--- config.mk ---
export PLATFORM = sky130hd
export DESIGN_NAME = tri_mode_timer
export DESIGN_NICKNAME = d
export VERILOG_FILES = /design/src/rtl/tmr_pkg.sv /design/src/rtl/tmr_pin_sync.sv /design/src/rtl/tmr_down_counter.sv /design/src/rtl/tri_mode_timer.sv
export SDC_FILE = /design/constraint.sdc
export NUM_CORES = 1
export LEC_CHECK = 0
export BUFFER_PORTS_ARGS = -buffer_cell sky130_fd_sc_hd__buf_2
export CAP_MARGIN = 20
export CORE_UTILIZATION = 59
export DETAILED_ROUTE_END_ITERATION = 10
export HOLD_SLACK_MARGIN = 0.15
export PLACE_DENSITY_LB_ADDON = 0.05
export SLEW_MARGIN = 20
export SYNTH_ARGS = -nofsm -noshare
export SYNTH_HDL_FRONTEND = slang
export SYNTH_SLANG_ARGS = --single-unit
--- constraint.sdc ---
create_clock -name clk -period 3.1 [get_ports clk]
set_input_delay 0.155 -clock clk [delete_from_list [all_inputs] [get_ports clk]]
set_output_delay 0.155 -clock clk [all_outputs]
set_load 0.01 [all_outputs]
--- src/rtl/tmr_pkg.sv ---
package tmr_pkg;

    localparam int CTL_W  = 8;
    localparam int ADDR_W = 2;

    typedef enum logic [ADDR_W-1:0] {
        ADR_COUNT = 2'd0,
        ADR_REG_A = 2'd1,
        ADR_REG_B = 2'd2,
        ADR_CTRL  = 2'd3
    } tmr_addr_e;

    // Control word, most significant field first (bit 7 .. bit 0).
    typedef struct packed {
        logic       en_b;
        logic       pend_b;
        logic       en_a;
        logic       pend_a;
        logic [2:0] mode;   // {m2, m1, m0}
        logic       c0;     // run bit, or underflow flag in capture
    } tmr_ctrl_t;

    typedef enum logic [1:0] {
        OP_PWM     = 2'd0,
        OP_EVENT   = 2'd1,
        OP_CAPTURE = 2'd2
    } tmr_op_e;

    localparam logic [2:0] MODE_PWM_TOGGLE = 3'b101;

    function automatic tmr_op_e decode_op(input logic [2:0] mode);
        if (mode[1])      return OP_CAPTURE;
        else if (mode[2]) return OP_PWM;
        else              return OP_EVENT;
    endfunction

endpackage

--- src/rtl/tmr_pin_sync.sv ---
module tmr_pin_sync #(
    parameter int STAGES = 2
) (
    input  logic clk,
    input  logic rst_n,
    input  logic pin,
    output logic rise,
    output logic fall
);
    // STAGES synchroniser flops plus one flop holding the previous level
    localparam int LAST = STAGES;

    logic [LAST:0] sh_d, sh_q;

    always_comb begin
        sh_d = {sh_q[LAST-1:0], pin};
    end

    always_ff @(posedge clk or negedge rst_n) begin
        if (!rst_n) sh_q <= '0;
        else        sh_q <= sh_d;
    end

    assign rise = sh_q[LAST-1] & ~sh_q[LAST];
    assign fall = ~sh_q[LAST-1] & sh_q[LAST];

endmodule

--- src/rtl/tmr_down_counter.sv ---
module tmr_down_counter #(
    parameter int W = 16
) (
    input  logic         clk,
    input  logic         rst_n,
    input  logic         sw_wr,
    input  logic [W-1:0] sw_val,
    input  logic         dec,
    input  logic         reload_en,
    input  logic [W-1:0] reload_val,
    output logic [W-1:0] count,
    output logic         wrap
);
    logic [W-1:0] cnt_d, cnt_q;

    always_comb begin
        cnt_d = cnt_q;
        wrap  = 1'b0;
        if (sw_wr) begin
            cnt_d = sw_val;
        end else if (dec) begin
            if (cnt_q == '0) begin
                wrap  = 1'b1;
                cnt_d = reload_en ? reload_val : cnt_q - 1'b1;
            end else begin
                cnt_d = cnt_q - 1'b1;
            end
        end
    end

    always_ff @(posedge clk or negedge rst_n) begin
        if (!rst_n) cnt_q <= '0;
        else        cnt_q <= cnt_d;
    end

    assign count = cnt_q;

endmodule

--- src/rtl/tri_mode_timer.sv ---
module tri_mode_timer
    import tmr_pkg::*;
#(
    parameter int CNT_W       = 16,
    parameter int SYNC_STAGES = 2
) (
    input  logic              clk,
    input  logic              rst_n,
    input  logic              wr_en,
    input  logic [ADDR_W-1:0] addr,
    input  logic [CNT_W-1:0]  wdata,
    output logic [CNT_W-1:0]  rdata,
    input  logic              pin_a_i,
    input  logic              pin_b_i,
    output logic              pin_a_o,
    output logic              irq_a,
    output logic              irq_b
);
    localparam int NPINS = 2;

    typedef struct packed {
        logic [CNT_W-1:0] reg_a;
        logic [CNT_W-1:0] reg_b;
        tmr_ctrl_t        ctl;
        logic             next_b;
        logic             pin_out;
    } state_t;

    state_t st_d, st_q;
    tmr_ctrl_t ctl_q;

    logic [NPINS-1:0] pin_raw, pin_rise, pin_fall;

    tmr_op_e          op;
    logic             wr_cnt, wr_a, wr_b, wr_ctl;
    logic             dec, reload_en, reload_fire;
    logic [CNT_W-1:0] reload_val, cnt_q;
    logic             cnt_wrap;
    logic             edge_a, edge_b;
    logic             set_pa, set_pb, set_c0;

    assign ctl_q   = st_q.ctl;
    assign pin_raw = {pin_b_i, pin_a_i};

    for (genvar p = 0; p < NPINS; p++) begin : g_sync
        tmr_pin_sync #(.STAGES(SYNC_STAGES)) u_sync (
            .clk  (clk),
            .rst_n(rst_n),
            .pin  (pin_raw[p]),
            .rise (pin_rise[p]),
            .fall (pin_fall[p])
        );
    end

    // Decode and event sources
    always_comb begin
        op     = decode_op(ctl_q.mode);
        wr_cnt = wr_en && (addr == ADR_COUNT);
        wr_a   = wr_en && (addr == ADR_REG_A);
        wr_b   = wr_en && (addr == ADR_REG_B);
        wr_ctl = wr_en && (addr == ADR_CTRL);

        edge_a = ctl_q.mode[0] ? pin_fall[0] : pin_rise[0];
        edge_b = ctl_q.mode[2] ? pin_fall[1] : pin_rise[1];

        reload_val = st_q.next_b ? st_q.reg_b : st_q.reg_a;

        unique case (op)
            OP_PWM: begin
                dec       = ctl_q.c0;
                reload_en = 1'b1;
            end
            OP_EVENT: begin
                dec       = ctl_q.c0 & pin_rise[0];
                reload_en = 1'b0;
            end
            OP_CAPTURE: begin
                dec       = 1'b1;
                reload_en = 1'b0;
            end
            default: begin
                dec       = 1'b0;
                reload_en = 1'b0;
            end
        endcase
    end

    tmr_down_counter #(.W(CNT_W)) u_cnt (
        .clk       (clk),
        .rst_n     (rst_n),
        .sw_wr     (wr_cnt),
        .sw_val    (wdata),
        .dec       (dec),
        .reload_en (reload_en),
        .reload_val(reload_val),
        .count     (cnt_q),
        .wrap      (cnt_wrap)
    );

    // Flag sources per mode
    always_comb begin
        reload_fire = (op == OP_PWM) && cnt_wrap;
        set_pa = 1'b0;
        set_pb = 1'b0;
        set_c0 = 1'b0;
        unique case (op)
            OP_PWM: begin
                set_pa = reload_fire & ~st_q.next_b;
                set_pb = reload_fire &  st_q.next_b;
            end
            OP_EVENT: begin
                set_pa = cnt_wrap;
                set_pb = pin_rise[1];
            end
            OP_CAPTURE: begin
                set_pa = edge_a;
                set_pb = edge_b;
                set_c0 = cnt_wrap;
            end
            default: ;
        endcase
    end

    // Next state
    always_comb begin
        st_d = st_q;

        if (wr_ctl) st_d.ctl = tmr_ctrl_t'(wdata[CTL_W-1:0]);
        // hardware set beats a same-cycle software clear
        st_d.ctl.pend_a = st_d.ctl.pend_a | set_pa;
        st_d.ctl.pend_b = st_d.ctl.pend_b | set_pb;
        st_d.ctl.c0     = st_d.ctl.c0     | set_c0;

        if (op == OP_CAPTURE && edge_a) st_d.reg_a = cnt_q;
        else if (wr_a)                  st_d.reg_a = wdata;

        if (op == OP_CAPTURE && edge_b) st_d.reg_b = cnt_q;
        else if (wr_b)                  st_d.reg_b = wdata;

        if (op != OP_PWM || !ctl_q.c0) st_d.next_b = 1'b0;
        else if (reload_fire)          st_d.next_b = ~st_q.next_b;

        if (reload_fire && ctl_q.mode == MODE_PWM_TOGGLE)
            st_d.pin_out = ~st_q.pin_out;
    end

    always_ff @(posedge clk or negedge rst_n) begin
        if (!rst_n) st_q <= '0;
        else        st_q <= st_d;
    end

    // Read path and outputs
    always_comb begin
        unique case (tmr_addr_e'(addr))
            ADR_COUNT: rdata = cnt_q;
            ADR_REG_A: rdata = st_q.reg_a;
            ADR_REG_B: rdata = st_q.reg_b;
            ADR_CTRL:  rdata = CNT_W'(ctl_q);
            default:   rdata = '0;
        endcase
    end

    assign pin_a_o = st_q.pin_out;
    assign irq_a   = ctl_q.en_a & (ctl_q.pend_a | ((op == OP_CAPTURE) & ctl_q.c0));
    assign irq_b   = ctl_q.en_b & ctl_q.pend_b;

endmodule

# Word level (Yosys, flattened, before mapping)
# Cells that the tools add are included.
dict set report totals {
  in_bits 23
  ff_bits 64
  output_inout_bits 19
}
dict set report op_classes {
  eq_ne 6
  n_mux 25
  n_reduce_logical 18
  n_bitwise 20
  addsub 1
}
# cell count
set op_table {}
lappend op_table {{two-way mux 16 bit} 9}
lappend op_table {{case mux 16 bit (4 select lines)} 1}
lappend op_table {{logical NOT 16 bit} 1}
lappend op_table {{subtractor 16 x 1 -> 16 bit (second input constant)} 1}
lappend op_table {{AND 1 bit} 10}
lappend op_table {{two-way mux 1 bit} 10}
lappend op_table {{nonzero test 2 bit} 5}
lappend op_table {{case mux 1 bit (3 select lines)} 3}
lappend op_table {{logical AND 1 bit} 8}
lappend op_table {{two-way mux 7 bit} 1}
lappend op_table {{equality test 2 bit (second input constant)} 3}
lappend op_table {{NOT 1 bit} 6}
lappend op_table {{equality test 2 x 1 -> 1 bit (second input constant)} 2}
lappend op_table {{logical NOT 2 bit} 2}
lappend op_table {{bitwise OR 1 bit} 4}
lappend op_table {{equality test 3 bit (second input constant)} 1}
lappend op_table {{two-way mux 2 bit} 1}
lappend op_table {{logical NOT 1 bit} 1}
lappend op_table {{logical OR 1 bit} 1}

# Longest topological paths before layout
# Gate-level depths: netlist of the first run.
dict set report logic_depth {
  ltp_word 10
  mapped_depth 9
}

# Modules after synthesis
# Synthesis of the first run repeated with hierarchy kept, for this count alone.
dict set report unflattened {
  hier_cells 357
  hier_area_um2 4205.3
}
# mod cells_each n_inst area_per_inst_um2
set modules_own_cells {}
lappend modules_own_cells {tri_mode_timer 203 1 2817.7}
lappend modules_own_cells {tmr_down_counter 144 1 1207.4}
lappend modules_own_cells {tmr_pin_sync 5 2 90.1}

# Worst setup path after synthesis of the first run
# Ideal clock, no wire load.
dict set report synth_path {
  kind {register to register}
  startpoint {register u_cnt.cnt_q[0], in the netlist u_cnt.count[0]}
  endpoint {register u_cnt.cnt_q[11], in the netlist u_cnt.count[11]}
  setup_ps 126
  path_stages_with_launch 10
  t_required_ps 2974
  t_arrival_ps 2277
  period_less_slack_ps 2403
  slack_ps 697
  path_buffers 2
  path_cell_list {dfrtp_1 > clkbuf_1 > inv_1 > ha_1 > or4b_4 > or3b_4 > nor2_8 > buf_12 > mux2i_1 > a221o_1}
}
dict set report synth_between {
  elab_chain_cells 5
}
# element line
set synth_lines {}
lappend synth_lines {{start: declaration} tmr_down_counter.sv:14} ;# logic [W-1:0] cnt_d, cnt_q;
lappend synth_lines {{start signal: assignment} tmr_down_counter.sv:33} ;# else cnt_q <= cnt_d;
lappend synth_lines {{subtractor 16 x 1 -> 16 bit} {tmr_down_counter.sv:24, tmr_down_counter.sv:26}}
lappend synth_lines {{two-way mux 16 bit} tmr_down_counter.sv:24} ;# cnt_d = reload_en ? reload_val : cnt_q - 1'b1;
lappend synth_lines {{two-way mux 16 bit (*)} tmr_down_counter.sv:22} ;# if (cnt_q == '0) begin
lappend synth_lines {{two-way mux 16 bit (*)} tmr_down_counter.sv:21} ;# end else if (dec) begin
lappend synth_lines {{two-way mux 16 bit (*)} tmr_down_counter.sv:19} ;# if (sw_wr) begin
# Mark *: on every way between the ends. The rest lies on a longest branch, timed or not. The select of a mux whose other input is x is not followed.
# A chain may end at the register's enable or synchronous reset.

# Worst setup path after layout of the first run
dict set report layout_path {
  startpoint {register u_cnt.cnt_q[0], in the netlist u_cnt.count[0]}
  endpoint {register u_cnt.cnt_q[2], in the netlist u_cnt.count[2]}
}
# The elaborated chain is that of the path after synthesis.

==> out/results.ini, run 1 <==
[outcome]
status = finished, violations left
violations = DRC

[worst_hold_path]
min_path_cells = 3
hold_path_class = input pin to register
hold_path_end = st_q[25]
hold_start = wdata[15]

[grt]
grt_util_all_layers_pct = 30.1
grt_pass1_vias = 3170
grt_pass1_wl_mm = 16.3
grt_max_degree = 42
grt_overflow = 0
antenna_found_initial = 0

[logic_synthesis]
syn_area_per_cell_um2 = 10.4
netlist_area_um2 = 3960
synthFlopType = dfrtp_1
seq_area_frac_synth_pct = 40.4
syn_inst = 380
synth_edf_count = 0
yosys_warnings = 0
synth_cell_types = 54
async_flop_share_pct = 100
synth_nets = 405
synth-seq-cells = 64

[worst_setup_path]
r2r-start = u_cnt.count[0]
worstPathArrival_ns = 2.73
worstRegToRegCells = 7
start_kind = register
crit_required_ns = 3.32
r2r-end = u_cnt.count[2]
rrSetupSlack_ns = 0.59
critPathMaxFanout = 16
end_kind = register
crit_type = register to register

[cts]
cts_buffer_depth = 2
htree_levels = 3
cts-buffers-inserted = 9
cts_sinks = 64
clk_pin_slew_ns = 0.07
tritoncts = done
post-cts-setup-buffers = 0
clock_latency_ns = 0.34
cts_root_buf = clkbuf_8

[power_and_ir_drop]
ir_drop_uv = 402
swShare_pct = 38.0
powerDensity_nw_per_um2 = 771
power.switching_mw = 1.32
power.total_mw = 3.47
sequentialPowerShare_pct = 45.0
p_leak_nw = 2.12
power_frac_comb_pct = 37.1
p_clk_share_pct = 17.9
p_int_mw = 2.15

[finish]
regArea_um2 = 1600
stdcell_count = 511
area_growth_pct = 13.8
multi_input_area_um2 = 2170
final_nets = 457
fillers = 507
drive_gt1_share_pct = 22.1
n_antenna_cell = 0

[routing]
wire_per_inst_um = 19.2
drtIter0Drc = 200
drc = 11
drt.antenna.violating_nets = 0
postRouteWirelength_mm = 9.83
first_pass_iters = 8
avgViaCountPerCell = 6.08
vias = 3105

[floorplan]
fp.dieH_um = 83.9
coreArea_um2 = 6420
ios = 42
start_util_pct = 61.7
die_area_um2 = 7050
die-width_um = 83.9
rows = 29

[timing]
post-route-min-period_ns = 2.51
tns_ns = 0
worst_pin_slew_ns = 0.908
fmax_mhz = 398
skew_ns = 0.00906
setup_viol = 0
rsz0062_at_grt = no
slew_violations = 0
hold_viol = 0
finalCritPeriodShare_pct = 81.1
setup_ws_ns = 0.586
slew_headroom_pct = 39.4

[placement]
placed_cells = 481
hpwl_mm = 6.52
pre_cts_ws_ns = 0.587
numPortBuffers = 41
gp_congestion = 0.872

[job]
drv_cap = 0

==> flip-flops by register name, indices dropped and copies added (netlist names) <==
| signal | cells |
|---|---|
| st_q | 33 |
| ctl_q | 8 |
| u_cnt.count | 16 |
| pin_a_o | 1 |
| g_sync.u_sync.sh_q | 6 |
==> critical path: stages, from the launching register on <==
cell and delay, ns:
dfrtp_1 0.46, inv_1 0.12, ha_1 0.14, or4b_4 0.46, or3b_4 0.43, nor2_8 0.31, mux2i_1 0.13, a221o_1 0.33
==> placed cells by master (no fill, tap or decap), types with 11 or more instances in the layout <==
cell and instances:
a21oi_1 34, buf_2 41, buf_4 13, clkbuf_8 11
dfrtp_1 64, dlygate4sd3_1 17, mux2i_1 67, nand2_1 17
nor2_1 43, o21ai_0 11
==> worst max path at each step <==
stage / from / to / slack, ns
3_3_place_gp: u_cnt.count[0] / u_cnt.count[5] / 0.66
2_1_floorplan: u_cnt.count[0] / u_cnt.count[11] / 0.70
3_5_place_dp: u_cnt.count[0] / u_cnt.count[2] / 0.59
4_1_cts: u_cnt.count[0] / u_cnt.count[2] / 0.58
6_report: u_cnt.count[0] / u_cnt.count[2] / 0.59
5_1_grt: u_cnt.count[0] / u_cnt.count[5] / 0.49
==> metrics by stage <==
| step | util (%) | hold slack (ns) | cell area (µm²) |
|---|---|---|---|
| 2_1_floorplan | - | -0.141 | 3960 |
| 3_3_place_gp | 65.0 | 0.166 | 4180 |
| 3_5_place_dp | 65.0 | 0.181 | 4180 |
| 4_1_cts | 70.2 | 0.151 | 4510 |
| 5_1_grt | 70.2 | 0.190 | 4510 |
| 6_report | 70.2 | 0.152 | 4510 |
==> final cells by class <==
cell class,instances,share of cell area [%]
clock buffer,12,3.44
clock inverter,1,0.111
inverter,3,0.250
multi-input combinational,283,48.0
sequential,64,35.5
tap,77,2.14
timing repair buffer,71,10.5
==> routing by layer <==
layer,wire length (µm),global-route usage [%],vias up
li1,-,-,1494
met2,4550,49.0,98
met5,0,0,-
met3,528,4.65,20
met4,247,12.7,0
met1,4510,40.2,1493
==> repair_timing <==
action / in CTS / in global routing
hold buffers: 17 / 0
endpoints found under the setup margin: 0 / 0
gates resized for setup: 0 / 0
hold endpoints to repair: 48 / 0
==> logic make-up (layout without fill, tap and decap cells) <==
kind of cell             count (synthesis)  after routing  share of synthesized area [%]
AO/OA/AOI/OAI                           72             72                           11.5
XOR/XNOR                                15             15                           3.32
adder cells (fa/ha/maj)                  2              2                          0.632
buffers and inverters                   33             87                           5.09
flip-flops                              64             64                           40.4
multiplexers                            81             81                           23.3
AND/OR/NAND/NOR                        113            113                           15.8
==> synthesized netlist by cell type, types with 2 or more instances <==
| cell type | count | area, µm² |
|---|---|---|
| o221ai_1 | 3 | 26.3 |
| mux4_2 | 7 | 158 |
| o21ai_0 | 11 | 55.1 |
| buf_1 | 2 | 7.51 |
| o21ai_1 | 2 | 10.0 |
| ha_1 | 2 | 25.0 |
| nor3_1 | 3 | 15.0 |
| buf_2 | 3 | 15.0 |
| clkbuf_8 | 3 | 41.3 |
| a31oi_1 | 5 | 31.3 |
| nor2b_1 | 4 | 25.0 |
| inv_1 | 3 | 11.3 |
| nand2_1 | 17 | 63.8 |
| and3b_1 | 2 | 17.5 |
| mux2i_1 | 67 | 671 |
| xnor2_1 | 6 | 52.6 |
| nand3b_1 | 2 | 15.0 |
| and2_1 | 6 | 37.5 |
| dfrtp_1 | 64 | 1600 |
| a221o_1 | 10 | 100 |
| nor3b_1 | 3 | 22.5 |
| and3_2 | 3 | 22.5 |
| mux2_2 | 6 | 67.6 |
| nor2_1 | 43 | 161 |
| a21oi_1 | 34 | 170 |
| nand4_1 | 2 | 12.5 |
| nand3_1 | 8 | 40.0 |
| and3_1 | 7 | 43.8 |
| xor2_1 | 9 | 78.8 |
| buf_6 | 3 | 33.8 |
| clkbuf_1 | 17 | 63.8 |
==> power by group through the flow <==
stage | sequential (mW) | combinational, mW | clock [mW]
floorplan | 1.39 | 1.09 | 0
global route | 1.62 | 1.42 | 0.661
global placement | 1.55 | 1.23 | 0
finish | 1.56 | 1.29 | 0.622
CTS | 1.56 | 1.29 | 0.629
detailed placement | 1.57 | 1.27 | 0
(Power assumes the default switching activity.)
==> inputs of run 2 (changes only) <==
==> constraint.sdc (replaced) <==
create_clock -name clk -period 2.5 [get_ports clk]
set_input_delay 0.125 -clock clk [delete_from_list [all_inputs] [get_ports clk]]
set_output_delay 0.125 -clock clk [all_outputs]
set_load 0.01 [all_outputs]
==> out/results.ini, run 2 (same netlist as run 1, synthesis figures left out) <==
[placement]
numPortBuffers = 41  ; unchanged
placed_cells = 491  ; +2.1%
pre_cts_ws_ns = 0.132  ; -0.455 ns
hpwl_mm = 6.62  ; +1.6%
gp_congestion = 0.840  ; -3.6%

[timing]
skew_ns = 0.00758  ; -0.00148 ns
worst_pin_slew_ns = 0.931  ; +0.0238 ns
fmax_mhz = 428  ; +7.6%
slew_headroom_pct = 37.8  ; -1.6 points
setup_viol = 0  ; unchanged
slew_violations = 0  ; unchanged
finalCritPeriodShare_pct = 93.4  ; +12 points
post-route-min-period_ns = 2.34  ; -0.178 ns
tns_ns = 0  ; unchanged
setup_ws_ns = 0.165  ; -0.422 ns
hold_viol = 0  ; unchanged
rsz0062_at_grt = no

[grt]
grt_max_degree = 39  ; -7.1%
grt_util_all_layers_pct = 29.4  ; -0.75 points
grt_overflow = 0  ; unchanged
grt_pass1_wl_mm = 15.8  ; -2.7%
grt_pass1_vias = 3081  ; -2.8%
antenna_found_initial = 0  ; unchanged

[worst_setup_path]
rrSetupSlack_ns = 0.16  ; -0.42 ns
path_cells = inv_1 -> ha_1 -> or4b_4 -> or3b_4 -> nor2_8 -> buf_12 -> mux2i_1 -> a221o_1
critPathMaxFanout = 10  ; -6
max_stage_delay_ns = 0.48  ; +0.02 ns
crit_type = register to register
cp_top_family = simple AND/OR/NAND/NOR gates
crit_required_ns = 2.72  ; -0.60 ns
end_kind = register
worstPathArrival_ns = 2.56  ; -0.17 ns
cp_slowest_cell = or4b_4
start_kind = register
path_buf_inv = 2  ; +1

[routing]
postRouteWirelength_mm = 9.96  ; +1.3%
drtIter0Drc = 203  ; +1.5%
first_pass_iters = 7  ; -1
drc = 12  ; +1
drt.antenna.violating_nets = 0  ; unchanged
wire_per_inst_um = 18.8  ; -2.1%
avgViaCountPerCell = 6.14  ; +0.98%
vias = 3246  ; +4.5%

[floorplan]
coreArea_um2 = 6420  ; unchanged
start_util_pct = 61.7  ; unchanged
fp.dieH_um = 83.9  ; unchanged
die_area_um2 = 7050  ; unchanged
die-width_um = 83.9  ; unchanged
rows = 29  ; unchanged
ios = 42  ; unchanged

[finish]
fillers = 487  ; -3.9%
final_common_cell = mux2i_1
final_nets = 472  ; +3.3%
drive_gt1_share_pct = 24.6  ; +2.4 points
largest_register_ffs = 33  ; unchanged
regArea_um2 = 1600  ; unchanged
n_antenna_cell = 0  ; unchanged
area_growth_pct = 18.7
multi_input_area_um2 = 2170  ; unchanged
stdcell_count = 529  ; +3.5%
regMostFlops = st_q
mostFrequentLayoutCells = mux2i_1 (67), dfrtp_1 (64), nor2_1 (43)

[power_and_ir_drop]
powerDensity_nw_per_um2 = 969  ; +26%
ir_drop_uv = 534  ; +33%
p_leak_nw = 2.22  ; +4.8%

[cts]
clk_pin_slew_ns = 0.07  ; about the same
cts_resized = 0  ; unchanged
cts_sinks = 64  ; unchanged
clock_latency_ns = 0.35  ; about the same
cts_root_buf = clkbuf_8
htree_levels = 3  ; unchanged
cts_buffer_depth = 2  ; unchanged
tritoncts = done
cts-buffers-inserted = 9  ; unchanged

[worst_hold_path]
hold_path_class = input pin to register

[outcome]
status = finished, violations left
violations = DRC

[job]
drv_cap = 0  ; unchanged

-- run 2: changes by cell type in the layout (fill, tap and decap cells not counted) --
cell | before | now
buf_12 | 0 | 3
buf_4 | 13 | 23
bufinv_16 | 0 | 1
clkbuf_1 | 1 | 2
clkinv_2 | 1 | 2
dlygate4sd3_1 | 17 | 19
-- run 2: worst register-to-register path, delay by kind of cell, from the launching register on --
kind            cells  cell delay (ns)
flops               1             0.37
simple gates        3             1.08
fa+ha+maj           1             0.13
compound gates      1             0.33
buf+inv             2             0.23
mux                 1             0.08
-- run 2: metrics by stage --
step	utilization (%)	hold WS (ns)	cell area, µm²	power (mW)
5_1_grt	73.2	0.218	4700	4.83
3_5_place_dp	66.4	0.187	4270	3.61
3_3_place_gp	66.4	0.179	4270	3.54
6_report	73.2	0.191	4700	4.56
2_1_floorplan	-	-0.171	3960	3.08
4_1_cts	72.5	0.174	4650	4.54
-- run 2: where the power goes --
group          switching (mW)  internal (mW)  total, mW
registers               0.451           1.44       1.89
clock network           0.396          0.513      0.909
logic                   0.850          0.910       1.76
-- run 2: final cells by class --
class	count	area share (%)
clock buffers	13	3.38
inverters	3	0.239
repair buffers	86	13.4
well taps	77	2.05
clock inverters	3	0.852
flip-flops and latches	64	34.1
multi-input cells	283	46.1
-- run 2: worst paths after layout --
path                                           from                        to  cells past startpoint
max                                  u_cnt.count[0]           u_cnt.count[13]                      8
min                                           wr_en                  ctl_q[6]                      3
max reg2reg                          u_cnt.count[0]           u_cnt.count[13]                      8
min reg2reg                g_sync[0].u_sync.sh_q[0]  g_sync[0].u_sync.sh_q[1]                      0
max in group asynchronous                     rst_n           u_cnt.count[12]                      3
min in group asynchronous                     rst_n                  st_q[30]                      2
-- run 2: timing repair --
| item | in CTS | in global routing |
|---|---|---|
| hold endpoints to repair | 79 | 0 |
| setup endpoints to repair | 0 | 3 |
| hold buffers | 19 | 0 |
| setup buffers | 0 | 3 |
-- run 2: routing by layer --
metal,GRT usage [%],up-vias,routed length (µm)
li1,-,1530,-
met1,40.5,1606,4560
met2,48.3,96,4820
met3,3.66,14,438
met4,9.87,0,140
met5,0,-,0
